==> src/rtl/fefi_pkg.sv <==
package fefi_pkg;
  // Transmit path operating mode
  typedef enum logic {
    TX_PASS  = 1'b0,
    TX_FAULT = 1'b1
  } tx_mode_e;

  // Receive-side classification of a finished run
  typedef struct packed {
    logic hit;   // exact-length run closed by a zero
    logic miss;  // any other zero
  } run_event_t;
endpackage

==> src/rtl/fefi_rx_detect.sv <==
module fefi_rx_detect
  import fefi_pkg::*;
#(
  parameter int ONES_LEN = 84
) (
  input  logic       clk,
  input  logic       rst,
  input  logic       fiber_en,
  input  logic       rx_bit,
  input  logic       rx_valid,
  output run_event_t ev
);
  localparam int RW = $clog2(ONES_LEN + 2);
  localparam logic [RW-1:0] EXACT = RW'(ONES_LEN);
  localparam logic [RW-1:0] SAT   = RW'(ONES_LEN + 1);

  logic [RW-1:0] run_len;

  always_ff @(posedge clk) begin
    if (rst || !fiber_en) begin
      run_len <= '0;
      ev      <= '0;
    end else begin
      ev <= '0;
      if (rx_valid) begin
        if (rx_bit) begin
          if (run_len != SAT) run_len <= run_len + 1'b1;
        end else begin
          run_len <= '0;
          if (run_len == EXACT) ev.hit  <= 1'b1;
          else                  ev.miss <= 1'b1;
        end
      end
    end
  end

  assert_idle_no_event_R7: assert property (@(posedge clk) disable iff (rst)
    !rx_valid |=> (ev == '0));

  assert_one_bit_no_event_R1: assert property (@(posedge clk) disable iff (rst)
    (rx_valid && rx_bit) |=> (ev == '0));

  assert_saturated_run_misses_R1: assert property (@(posedge clk) disable iff (rst)
    (fiber_en && rx_valid && !rx_bit && run_len == SAT) |=> (ev.miss && !ev.hit));
endmodule

==> src/rtl/fefi_status.sv <==
module fefi_status
  import fefi_pkg::*;
#(
  parameter int DETECT_COUNT = 3
) (
  input  logic       clk,
  input  logic       rst,
  input  logic       fiber_en,
  input  run_event_t ev,
  input  logic       rd_strobe,
  output logic       remote_fault
);
  localparam int CW = $clog2(DETECT_COUNT + 1);
  localparam logic [CW-1:0] LIMIT = CW'(DETECT_COUNT);

  logic [CW-1:0] seen;
  logic          at_limit;

  assign at_limit = (seen == LIMIT);

  always_ff @(posedge clk) begin
    if (rst || !fiber_en) begin
      seen <= '0;
    end else if (ev.miss) begin
      seen <= '0;
    end else if (ev.hit && !at_limit) begin
      seen <= seen + 1'b1;
    end
  end

  always_ff @(posedge clk) begin
    if (rst || !fiber_en)  remote_fault <= 1'b0;
    else if (at_limit)     remote_fault <= 1'b1;
    else if (rd_strobe)    remote_fault <= 1'b0;
  end

  assert_off_clears_R4: assert property (@(posedge clk) disable iff (rst)
    !fiber_en |=> !remote_fault);

  assert_miss_restarts_R2: assert property (@(posedge clk) disable iff (rst)
    (fiber_en && ev.miss) |=> (seen == '0));

  assert_sticky_while_active_R3: assert property (@(posedge clk) disable iff (rst)
    (fiber_en && remote_fault && at_limit) |=> remote_fault);

  assert_latched_without_read_R3: assert property (@(posedge clk) disable iff (rst)
    (fiber_en && remote_fault && !rd_strobe) |=> remote_fault);
endmodule

==> src/rtl/fefi_tx_gen.sv <==
module fefi_tx_gen
  import fefi_pkg::*;
#(
  parameter int ONES_LEN = 84
) (
  input  logic clk,
  input  logic rst,
  input  logic fiber_en,
  input  logic link_ok,
  input  logic tx_bit_in,
  output logic tx_bit_out
);
  localparam int PW = $clog2(ONES_LEN + 1);
  localparam logic [PW-1:0] LAST = PW'(ONES_LEN);

  tx_mode_e      mode;
  logic [PW-1:0] pos;

  always_ff @(posedge clk) begin
    if (rst) begin
      mode       <= TX_PASS;
      pos        <= '0;
      tx_bit_out <= 1'b0;
    end else if (!fiber_en) begin
      mode       <= TX_PASS;
      pos        <= '0;
      tx_bit_out <= tx_bit_in;
    end else if (mode == TX_FAULT) begin
      tx_bit_out <= (pos != LAST);
      if (pos == LAST) begin
        pos  <= '0;
        mode <= link_ok ? TX_PASS : TX_FAULT;
      end else begin
        pos <= pos + 1'b1;
      end
    end else if (!link_ok) begin
      mode       <= TX_FAULT;
      pos        <= PW'(1);
      tx_bit_out <= 1'b1;
    end else begin
      tx_bit_out <= tx_bit_in;
    end
  end

  assert_tail_zero_R5: assert property (@(posedge clk) disable iff (rst)
    (fiber_en && mode == TX_FAULT && pos == LAST) |=> !tx_bit_out);

  assert_finish_pattern_R6: assert property (@(posedge clk) disable iff (rst)
    (fiber_en && mode == TX_FAULT && pos != LAST) |=> (mode == TX_FAULT && tx_bit_out));

  assert_passthrough_off_R4: assert property (@(posedge clk) disable iff (rst)
    !fiber_en |=> (tx_bit_out == $past(tx_bit_in)));
endmodule

==> src/rtl/fefi_codec.sv <==
module fefi_codec
  import fefi_pkg::*;
#(
  parameter int ONES_LEN     = 84,
  parameter int DETECT_COUNT = 3
) (
  input  logic clk,
  input  logic rst,
  input  logic fiber_en,
  input  logic rx_bit,
  input  logic rx_valid,
  input  logic link_ok,
  input  logic tx_bit_in,
  input  logic rd_strobe,
  output logic tx_bit_out,
  output logic remote_fault
);
  run_event_t rx_ev;

  fefi_rx_detect #(.ONES_LEN(ONES_LEN)) u_rx (
    .clk      (clk),
    .rst      (rst),
    .fiber_en (fiber_en),
    .rx_bit   (rx_bit),
    .rx_valid (rx_valid),
    .ev       (rx_ev)
  );

  fefi_status #(.DETECT_COUNT(DETECT_COUNT)) u_stat (
    .clk          (clk),
    .rst          (rst),
    .fiber_en     (fiber_en),
    .ev           (rx_ev),
    .rd_strobe    (rd_strobe),
    .remote_fault (remote_fault)
  );

  fefi_tx_gen #(.ONES_LEN(ONES_LEN)) u_tx (
    .clk        (clk),
    .rst        (rst),
    .fiber_en   (fiber_en),
    .link_ok    (link_ok),
    .tx_bit_in  (tx_bit_in),
    .tx_bit_out (tx_bit_out)
  );

  assert_event_exclusive_R1: assert property (@(posedge clk) disable iff (rst)
    !(rx_ev.hit && rx_ev.miss));

  assert_reset_state_R8: assert property (@(posedge clk)
    rst |=> (!remote_fault && !tx_bit_out));
endmodule

==> config.mk <==
export PLATFORM = sky130hd
export DESIGN_NAME = fefi_codec
export DESIGN_NICKNAME = d
export VERILOG_FILES = /design/src/rtl/fefi_pkg.sv /design/src/rtl/fefi_rx_detect.sv /design/src/rtl/fefi_status.sv /design/src/rtl/fefi_tx_gen.sv /design/src/rtl/fefi_codec.sv
export SDC_FILE = /design/constraint.sdc
export NUM_CORES = 1
export LEC_CHECK = 0
export ABC_AREA = 1
export CAP_MARGIN = 20
export CORE_UTILIZATION = 50
export DETAILED_ROUTE_END_ITERATION = 8
export PLACE_DENSITY_LB_ADDON = 0.3
export SYNTH_ARGS = -nofsm -noshare
export SYNTH_HDL_FRONTEND = slang
export SYNTH_SLANG_ARGS = --single-unit
export TNS_END_PERCENT = 50
==> constraint.sdc <==
create_clock -name clk -period 1.15 [get_ports clk]
set_input_delay 0.23 -clock clk [delete_from_list [all_inputs] [get_ports clk]]
set_output_delay 0.23 -clock clk [all_outputs]
set_load 0.03 [all_outputs]
==> results of run 1 <==
## cell usage in the layout (no fill, tap or decap), drive strengths merged, types with 2 or more instances in the layout
cell	n
a21oi	13
clkbuf	4
inv	27
nor2	18
clkdlybuf4s50	7
dfxtp	21
o21ai	6
nand2	39
nand4	5
ha	6
xor2	2
buf	27
nand3	19
## sequential cells by signal (all words and copies together), names as in the netlist
register,count
u_rx.ev,2
u_rx.run_len,7
u_stat.remote_fault,1
u_stat.seen,2
u_tx.mode,1
u_tx.pos,7
u_tx.tx_bit_out,1
## area by class of cell
class                      count  area [sq um]
multi-input combinational    110           734
sequential                    21           427
fill                         125           419
timing repair buffer          34           280
inverter                      27           101
tap                           27          33.8
clock buffer                   4          26.3
## worst paths after layout
path / end / from / slack [ps] / depth (start not counted)
max: u_rx.run_len[2] / u_rx.run_len[1] / -100 / 9
min: u_stat.remote_fault / u_stat.remote_fault / 480 / 2
max reg2reg: u_rx.run_len[2] / u_rx.run_len[1] / -100 / 9
min reg2reg: u_stat.remote_fault / u_stat.remote_fault / 480 / 2
## through the flow
| stage | setup slack [ps] | TNS [ps] | hold WS, ps | util, % |
|---|---|---|---|---|
| floorplan | 3.04 | 0 | 372 | - |
| global placement | -305 | -2620 | 448 | 68.1 |
| detailed placement | -393 | -3470 | 462 | 68.1 |
| CTS | -29.6 | -41.1 | 478 | 74.1 |
| global route | -161 | -1060 | 518 | 79.3 |
| finish | -101 | -308 | 482 | 79.3 |
## per-layer routing
metal  vias to the layer above  global-route usage (%)  wire length, um
met5                         -                       0                0
met4                         0                    11.3               48
li1                        576                       -                -
met1                       532                    22.0             1190
met3                         6                    2.80               83
met2                        35                    45.0             1510
## cell families after synthesis
logic type               after synthesis  share of synthesized area, %
AO/OA/AOI/OAI                         20                          9.18
XOR/XNOR                               2                          1.57
adder cells (fa/ha/maj)                6                          6.72
buffers and inverters                 29                          11.3
flip-flops                            21                          37.6
AND/OR/NAND/NOR                       81                          33.6
## power by group through the flow
| stage | sequential [W] | combinational, W | clock (W) |
|---|---|---|---|
| after floorplan | 0.000767 | 0.0000567 | 0 |
| after global placement | 0.000760 | 0.000131 | 0 |
| after detailed placement | 0.000760 | 0.000135 | 0 |
| after CTS | 0.000745 | 0.000147 | 0.000359 |
| after global routing | 0.000748 | 0.000177 | 0.000380 |
| final | 0.000747 | 0.000166 | 0.000362 |
## Yosys cell counts
| cell type | instances | area [sq um] |
|---|---|---|
| nor2_1 | 15 | 56.3 |
| nor2_2 | 2 | 12.5 |
| clkbuf_8 | 1 | 13.8 |
| ha_1 | 6 | 75.1 |
| nand2_2 | 2 | 12.5 |
| nor2_4 | 1 | 11.3 |
| nand4_1 | 5 | 31.3 |
| xor2_1 | 2 | 17.5 |
| nand2_1 | 36 | 135 |
| or2_2 | 1 | 6.26 |
| inv_1 | 27 | 101 |
| nand3_1 | 16 | 80.1 |
| nand3_2 | 3 | 30.0 |
| a21oi_1 | 13 | 65.1 |
| dfxtp_1 | 21 | 420 |
| o21ai_0 | 6 | 30.0 |
| o21bai_1 | 1 | 7.51 |
| buf_6 | 1 | 11.3 |
## what timing repair did
| item | 4_1_cts | 5_1_grt |
|---|---|---|
| gates cloned | 1 | 0 |
| gates resized for setup | 26 | 17 |
| setup endpoints to repair | 15 | 16 |
| pin swaps | 12 | 7 |
| buffers inserted | 0 | 3 |
## worst max-delay path, delay by kind of cell (launching register included)
kind	cells	cell delay [ps]
flip-flops	1	350
AND/OR/NAND/NOR	5	350
buffers and inverters	2	210
adder cells (fa/ha/maj)	1	140
AO/OA/AOI/OAI	1	130
==> impl_metrics.env, run 1 <==
export IMPL_status="complete, but fails checks"
export IMPL_violations="setup timing"
export IMPL_critPathLaunchType="register"
export IMPL_worst_clock_skew_ps=7.22
export IMPL_power_density_nw_per_um2=795
export IMPL_drt_pass1_iter_count=4
export IMPL_viasPerCell=5.15
export IMPL_switchingPower_w=0.000321
export IMPL_fin_ws_ps=-101
export IMPL_clk_latency_ps=300
export IMPL_crit_fanout=5
export IMPL_clock_path_buffers=2
export IMPL_clk_pin_slew_ps=110
export IMPL_synth_seq_area_share_pct=37.6
export IMPL_cp_arrival_ps=1480
export IMPL_cts_buffers=3
export IMPL_cts_tree="yes"
export IMPL_nNetsFinal=211
export IMPL_wl_um=2830
export IMPL_drive_gt1_share_pct=34.2
export IMPL_p_clk_share_pct=28.4
export IMPL_p_leak_nw=0.677
export IMPL_final_hold_viol_count=0
export IMPL_crit_chain="inv_2 > ha_4 > nand2_4 > nor2_4 > buf_4 > nand2_4 > nand3_2 > nand2_1 > a21oi_1"
export IMPL_syn_nets=173
export IMPL_die_h_um=49.3
export IMPL_port_buffers=9
export IMPL_vias=1149
export IMPL_slew_headroom_pct=79.8
export IMPL_place_gp_congestion=0.840
export IMPL_diodes=0
export IMPL_dp_cells=215
export IMPL_syn_inst=159
export IMPL_layoutNonFillerInstCount=223
export IMPL_ant_nets=0
export IMPL_avgSynthCellArea_sq_um=7.03
export IMPL_power_w=0.00127
export IMPL_setup_viol=8
export IMPL_grt_max_degree=12
export IMPL_synth_distinct_cells=18
export IMPL_final_max_slew_viol_count=0
export IMPL_pin_count=10
export IMPL_combPwrFrac_pct=13.0
export IMPL_tightest_slew_ps=303
export IMPL_cts_hold_buf=0
export IMPL_wl_per_cell_um=12.7
export IMPL_grt_util_all_layers_pct=22.5
export IMPL_grt_overflow_total=0
export IMPL_grt_pass1_wl_um=4200
export IMPL_rows=16
export IMPL_area_growth_pct=43.4
export IMPL_antenna_found_initial=0
export IMPL_ys_warn_count=0
export IMPL_post_dp_cell_area_sq_um=1380
export IMPL_period_needed_ps=1250
export IMPL_max_clock_freq_mhz=800
export IMPL_crit_path_top_delay_cell="dfxtp_2"
export IMPL_dieArea_sq_um=2430
export IMPL_die_x_um=49.3
export IMPL_drt_iter0_markers=20
export IMPL_seqPwrFrac_pct=58.6
export IMPL_worst_setup_path_end_kind="register"
export IMPL_max_stage_delay_ps=350
export IMPL_syn_cell_area_sq_um=1120
export IMPL_rsz0062_at_grt="yes"
export IMPL_start_util_pct=55.3
export IMPL_maxCapViolCount=0
export IMPL_cts_root_buf="clkbuf_4"
export IMPL_drc=0
export IMPL_peakVddDrop_v=0.000717
export IMPL_postLayoutCellArea_sq_um=1600
export IMPL_period_share_pct=109
export IMPL_critPathMostFrequentCell="nand2_4"
export IMPL_holdCritPathClass="reg -> reg"
export IMPL_numClockSinks=21
export IMPL_intPower_w=0.000954
export IMPL_path_class="reg -> reg"
export IMPL_dp_hpwl_um=1780
export IMPL_synth_seq_cells=21
export IMPL_cp_required_ps=1380
export IMPL_grt_pass1_vias=1109
export IMPL_htree_levels=1
export IMPL_swShare_pct=25.2
export IMPL_coreArea_sq_um=2020
Note: power is estimated with default switching activity, not from simulation.
==> inputs of run 2 (changes only) <==
--- a/config.mk
+++ b/config.mk
@@ -7,10 +7,11 @@
 export LEC_CHECK = 0
 export ABC_AREA = 1
 export CAP_MARGIN = 20
-export CORE_UTILIZATION = 50
+export CORE_UTILIZATION = 51
 export DETAILED_ROUTE_END_ITERATION = 8
 export PLACE_DENSITY_LB_ADDON = 0.3
 export SYNTH_ARGS = -nofsm -noshare
 export SYNTH_HDL_FRONTEND = slang
+export SYNTH_HIERARCHICAL = 1
 export SYNTH_SLANG_ARGS = --single-unit
 export TNS_END_PERCENT = 50
==> run 2 against run 1 <==
The flow still finishes with violations (setup timing). Power fell by 0.42%. Utilization shrank 6.4 points. Sequential power is 0.7% lower. Clock-buffer cell count down 1. Routed wire length increased by 1.5%. Critical endpoint is now u_rx/run_len[3]. Highest routed layer unchanged.
==> impl_metrics.env, run 2 <==
export IMPL_avgSynthCellArea_sq_um=6.84
export IMPL_postLayoutCellArea_sq_um=1630
export IMPL_grt_pass1_vias=1197
export IMPL_area_growth_pct=33.7
export IMPL_r2r_slack_ps=-70
export IMPL_synth_seq_area_share_pct=34.5
export IMPL_min_from="u_stat/seen[1]"
export IMPL_utilization_pct=72.9
export IMPL_intPower_w=0.000939
export IMPL_cp_arrival_ps=1480
export IMPL_ys_warn_count=6
export IMPL_vias=1231
export IMPL_viasPerCell=5.22
export IMPL_dieArea_sq_um=2590
export IMPL_clk_latency_ps=310
export IMPL_drt_pass1_iter_count=4
export IMPL_rr_endpoint="u_rx/run_len[3]"
export IMPL_wl_um=2870
export IMPL_swShare_pct=26.0
export IMPL_syn_nets=192
export IMPL_period_needed_ps=1220
export IMPL_synth_top_area_cell="dfxtp_1"
export IMPL_synth_distinct_cells=24
export IMPL_p_clk_share_pct=28.5
export IMPL_diodes=0
export IMPL_r2r_cells=10
export IMPL_grt_pass1_wl_um=4770
export IMPL_clk_pin_slew_ps=120
export IMPL_switchingPower_w=0.000330
export IMPL_seqPwrFrac_pct=58.5
export IMPL_critPathLaunchType="register"
export IMPL_peakVddDrop_v=0.000798
export IMPL_nNetsFinal=223
export IMPL_port_buffers=9
export IMPL_final_hold_viol_count=0
export IMPL_final_common_cell="nand2_1"
export IMPL_cts_buffers=3
export IMPL_min_path_cells=2
export IMPL_wl_per_cell_um=12.2
export IMPL_htree_levels=1
export IMPL_cts_root_buf="clkbuf_4"
export IMPL_cts_tree="yes"
export IMPL_fill_cells=189
export IMPL_max_clock_freq_mhz=821
export IMPL_rows=17
export IMPL_start_util_pct=54.5
export IMPL_status="complete, but fails checks"
export IMPL_period_share_pct=106
export IMPL_numClockSinks=21
export IMPL_synth_top_area_share_pct=34.5
export IMPL_multi_input_area_sq_um=803
export IMPL_slew_headroom_pct=72.6
export IMPL_worst_setup_path_end_kind="register"
export IMPL_grt_util_all_layers_pct=24.5
export IMPL_top_regs="u_rx/run_len x7, u_tx/pos x7"
export IMPL_p_leak_nw=0.674
export IMPL_die_x_um=50.9
export IMPL_tightest_slew_ps=410
export IMPL_cp_required_ps=1410
export IMPL_post_dp_cell_area_sq_um=1440
export IMPL_pin_count=10
export IMPL_async_reset_ff_share_pct=0
export IMPL_coreArea_sq_um=2230
export IMPL_rr_startpoint="u_rx/run_len[1]"
export IMPL_antenna_found_initial=0
export IMPL_holdCritPathClass="reg -> reg"
export IMPL_final_max_slew_viol_count=0
export IMPL_ant_nets=0
export IMPL_power_density_nw_per_um2=780
export IMPL_maxCapViolCount=0
export IMPL_synth_seq_cells=21
export IMPL_synthTopCellsByArea="dfxtp_1 35%, nand2_1 14%, inv_1 7.1%"
export IMPL_fin_ws_ps=-68.1
export IMPL_drt_iter0_markers=30
export IMPL_ys_flop_type="dfxtp_1"
export IMPL_synth_common_cells="44 x nand2_1, 23 x inv_1, 21 x dfxtp_1, 17 x nor2_1, 15 x nand3_1"
export IMPL_drc=0
export IMPL_synth_most_common_cell="nand2_1"
export IMPL_drive_gt1_share_pct=38.0
export IMPL_rsz0062_at_grt="yes"
export IMPL_place_gp_congestion=0.888
export IMPL_syn_cell_area_sq_um=1220
export IMPL_synth_edff_count=0
export IMPL_path_class="reg -> reg"
export IMPL_grt_overflow_total=0
export IMPL_cts_hold_buf=0
export IMPL_dp_hpwl_um=1970
export IMPL_hold_path_end="u_stat/seen[1]"
export IMPL_grt_max_degree=13
export IMPL_die_h_um=50.9
export IMPL_syn_inst=178
export IMPL_worst_clock_skew_ps=2.59
export IMPL_clock_path_buffers=2
export IMPL_layout_common_cells="39 x nand2_1, 19 x buf_4, 17 x inv_1"
export IMPL_violations="setup timing"
export IMPL_crit_fanout=6
export IMPL_combPwrFrac_pct=13.1
export IMPL_regArea_sq_um=434
export IMPL_setup_viol=9
## run 2: cell count changes after synthesis, moves of 2 or more
cell,before,now
nand2_1,36,44
inv_2,0,6
inv_1,27,23
nand4_1,5,1
o21ai_0,6,3
o21ai_1,0,3
o21bai_1,1,4
nand2_4,0,2
nor2_1,15,17
nor2_2,2,4
xor2_1,2,0
## run 2: layout make-up
class                           count  share of cell area [%]
Inverter                           30                    7.07
Timing Repair Buffer               26                    13.1
Sequential cell                    21                    26.7
Multi-Input combinational cell    127                    49.3
Tap cell                           28                    2.15
Clock inverter                      1                   0.307
Clock buffer                        3                    1.38
## run 2: per-stage QoR
stage               total power [W]  instances  setup WS, ps  hold slack, ps  TNS, ps
finish                      0.00127        236         -68.1             476     -380
global placement           0.000893        229          -270             447    -3370
CTS                         0.00127        234         -49.3             477     -173
global route                0.00133        236          -146             513    -1220
detailed placement         0.000897        229          -276             459    -3770
floorplan                  0.000825        178          32.2             299        0
## run 2: timing repair
item                       in CTS  in global routing
pin swaps                      10                  3
buffers inserted                1                  2
gates resized for setup        16                 26
hold endpoints to repair        0                  0
setup endpoints to repair      13                 14
## run 2: per-layer routing
| layer | global-route usage (%) | up-vias | wire, um | share of wire (%) |
|---|---|---|---|---|
| li1 | - | 627 | - | - |
| met1 | 27.0 | 559 | 1240 | 43 |
| met2 | 45.3 | 34 | 1440 | 50 |
| met3 | 5.36 | 11 | 119 | 4.1 |
| met4 | 9.72 | 0 | 76 | 2.6 |
| met5 | 0 | - | 0 | 0 |
## run 2: cell families (layout without fill, tap and decap cells)
kind of cell    after synthesis  count (layout)  share of synthesized area (%)
buf+inv                      30              60                           9.25
compound gates               28              28                           13.8
simple gates                 93              93                           36.3
flops                        21              21                           34.5
fa+ha+maj                     6               6                           6.17
## run 2: how the worst max path moves through the flow
| stage | slack, ps | startpoint | end |
|---|---|---|---|
| after floorplan | 30 | u_rx/run_len[1] | u_rx/run_len[3] |
| final | -70 | u_rx/run_len[1] | u_rx/run_len[3] |
| after detailed placement | -280 | rx_bit | u_rx/run_len[5] |
| after global routing | -150 | u_rx/run_len[0] | u_rx/run_len[4] |
| after global placement | -270 | rx_bit | u_rx/run_len[5] |
| after CTS | -50 | u_rx/run_len[1] | u_rx/run_len[3] |
## run 2: critical path, stage by stage (launching register included)
cell and delay (ps):
dfxtp_2 350, inv_2 80, ha_4 130, nand2_4 50, nor2_4 110, nand2_4 110
nand2_8 120, nand2_4 70, o21ai_2 50, nand2_1 50, inv_1 50
## run 2: power groups by stage
stage	sequential (W)	combinational, W	clock (W)
detailed placement	0.000759	0.000139	0
CTS	0.000744	0.000153	0.000378
global placement	0.000758	0.000135	0
finish	0.000742	0.000166	0.000361
global route	0.000743	0.000179	0.000404
floorplan	0.000763	0.0000620	0
==> inputs of run 3 (changes only) <==
--- a/config.mk
+++ b/config.mk
@@ -7,6 +7,7 @@
 export LEC_CHECK = 0
 export ABC_AREA = 1
 export CAP_MARGIN = 20
+export CORE_MARGIN = 2
 export CORE_UTILIZATION = 51
 export DETAILED_ROUTE_END_ITERATION = 8
 export PLACE_DENSITY_LB_ADDON = 0.3
==> run 3 against run 2 <==
The run still ends with setup timing left. Hold slack improved by 2.2 ps. Combinational power is essentially flat. Non-clock buffer count fell by 3. Critical endpoint is now u_tx/tx_bit_out.
==> impl_metrics.env, run 3 (synthesized netlist as in run 2, its figures left out) <==
export IMPL_setup_viol=11
export IMPL_r2r_cells=7
export IMPL_fin_ws_ps=-94.3
export IMPL_crit_chain="inv_1 > nor2_1 > nand3_1 > nand2_1 > nand2_1 > nand2_1 > a21oi_2"
export IMPL_cp_required_ps=1360
export IMPL_max_clock_freq_mhz=804
export IMPL_die_x_um=52.9
export IMPL_die_h_um=52.9
export IMPL_critPathLaunchType="register"
export IMPL_rows=17
export IMPL_htree_levels=1
export IMPL_cts_tree="yes"
export IMPL_numClockSinks=21
export IMPL_grt_max_degree=13
export IMPL_cts_hold_buf=0
export IMPL_pin_count=10
export IMPL_power_density_nw_per_um2=773
export IMPL_dp_hpwl_um=2010
export IMPL_cp_arrival_ps=1460
export IMPL_final_max_slew_viol_count=0
export IMPL_power_w=0.00127
export IMPL_place_gp_congestion=0.894
export IMPL_post_dp_cell_area_sq_um=1420
export IMPL_grt_overflow_total=0
export IMPL_top_regs="u_rx/run_len x7, u_tx/pos x7"
export IMPL_min_from="u_stat/remote_fault"
export IMPL_clk_pin_slew_ps=120
export IMPL_final_common_cell="nand2_1"
export IMPL_violations="setup timing"
export IMPL_nNetsFinal=220
export IMPL_pre_cts_slack_ps=-271
export IMPL_path_class="reg -> reg"
export IMPL_coreArea_sq_um=2230
export IMPL_final_hold_viol_count=0
export IMPL_period_needed_ps=1240
export IMPL_drt_iter0_markers=46
export IMPL_wl_per_cell_um=12.8
export IMPL_diodes=0
export IMPL_grt_pass1_wl_um=4410
export IMPL_rsz0062_at_grt="yes"
export IMPL_slew_headroom_pct=77.9
export IMPL_drc=0
export IMPL_grt_pass1_vias=1088
export IMPL_grt_util_all_layers_pct=21.2
export IMPL_cts_root_buf="clkbuf_4"
export IMPL_min_path_cells=2
export IMPL_tns_ps=-509
export IMPL_critPathMostFrequentCell="nand2_1"
export IMPL_fill_cells=160
export IMPL_crit_fanout=6
export IMPL_vias=1258
export IMPL_max_stage_delay_ps=540
export IMPL_period_share_pct=108
export IMPL_port_buffers=9
export IMPL_worst_clock_skew_ps=0.641
export IMPL_peakVddDrop_v=0.000888
export IMPL_holdCritPathClass="reg -> reg"
export IMPL_drt_pass1_iter_count=4
export IMPL_viasPerCell=5.40
export IMPL_area_growth_pct=35.3
export IMPL_clk_latency_ps=310
export IMPL_dieArea_sq_um=2790
export IMPL_tightest_slew_ps=331
export IMPL_ant_nets=0
export IMPL_layout_common_cells="40 x nand2_1, 18 x inv_1, 16 x buf_4"
export IMPL_rr_startpoint="u_tx/pos[2]"
export IMPL_start_util_pct=54.5
export IMPL_cts_buffers=3
export IMPL_status="complete, but fails checks"
export IMPL_wl_um=2990
export IMPL_postLayoutCellArea_sq_um=1650
export IMPL_hold_path_end="u_stat/remote_fault"
export IMPL_antenna_found_initial=0
export IMPL_clock_path_buffers=2
export IMPL_crit_path_top_delay_cell="dfxtp_1"
export IMPL_r2r_slack_ps=-90
export IMPL_utilization_pct=73.7
export IMPL_worst_setup_path_end_kind="register"
export IMPL_maxCapViolCount=0
export IMPL_p_leak_nw=0.649
export IMPL_drive_gt1_share_pct=37.6
export IMPL_rr_endpoint="u_tx/tx_bit_out"
run 3: through the flow:
stage	hold slack, ps	std cells
2_1_floorplan	299	178
3_3_place_gp	449	226
3_5_place_dp	462	226
4_1_cts	481	230
5_1_grt	495	233
6_report	479	233
run 3: area by class of cell:
cell class	count	area [sq um]	share of cell area [%]
Clock inverter	1	5.00	0.304
Sequential cell	21	438	26.6
Tap cell	28	35.0	2.13
Inverter	30	120	7.29
Clock buffer	3	22.5	1.37
Timing Repair Buffer	23	190	11.6
Multi-Input combinational cell	127	836	50.8
run 3: worst max-delay path by stage:
stage                          from              end
floorplan           u_rx/run_len[1]  u_rx/run_len[3]
global placement             rx_bit  u_rx/run_len[5]
detailed placement           rx_bit  u_rx/run_len[5]
CTS                 u_rx/run_len[1]  u_rx/run_len[3]
global route            u_tx/pos[2]  u_tx/tx_bit_out
finish                  u_tx/pos[2]  u_tx/tx_bit_out
run 3: where the power goes:
part	switching [W]	leakage, nW	internal, W
sequential	0.0000107	0.174	0.000729
clock	0.000238	0.0177	0.000130
combinational	0.0000918	0.457	0.0000732
total	0.000341	0.649	0.000933
run 3: critical path, delay by kind of cell (launching register included):
family / cells / cell delay [ps]
DFF: 1 / 540
and+or+nand+nor: 5 / 480
buffers and inverters: 1 / 80
AOI/OAI and AO/OA: 1 / 60
run 3: timing repair:
action / in CTS / in global routing
setup buffers: 0 / 3
pin swaps: 8 / 13
gates resized for setup: 24 / 23
setup endpoints to repair: 13 / 15
run 3: metal layers:
metal / GRT usage [%] / vias to the layer above / routed length [um]
met3: 4.52 / 6 / 182
met2: 39.6 / 49 / 1580
met1: 23.8 / 585 / 1170
met5: 0 / - / 0
li1: - / 618 / -
met4: 6.41 / 0 / 48
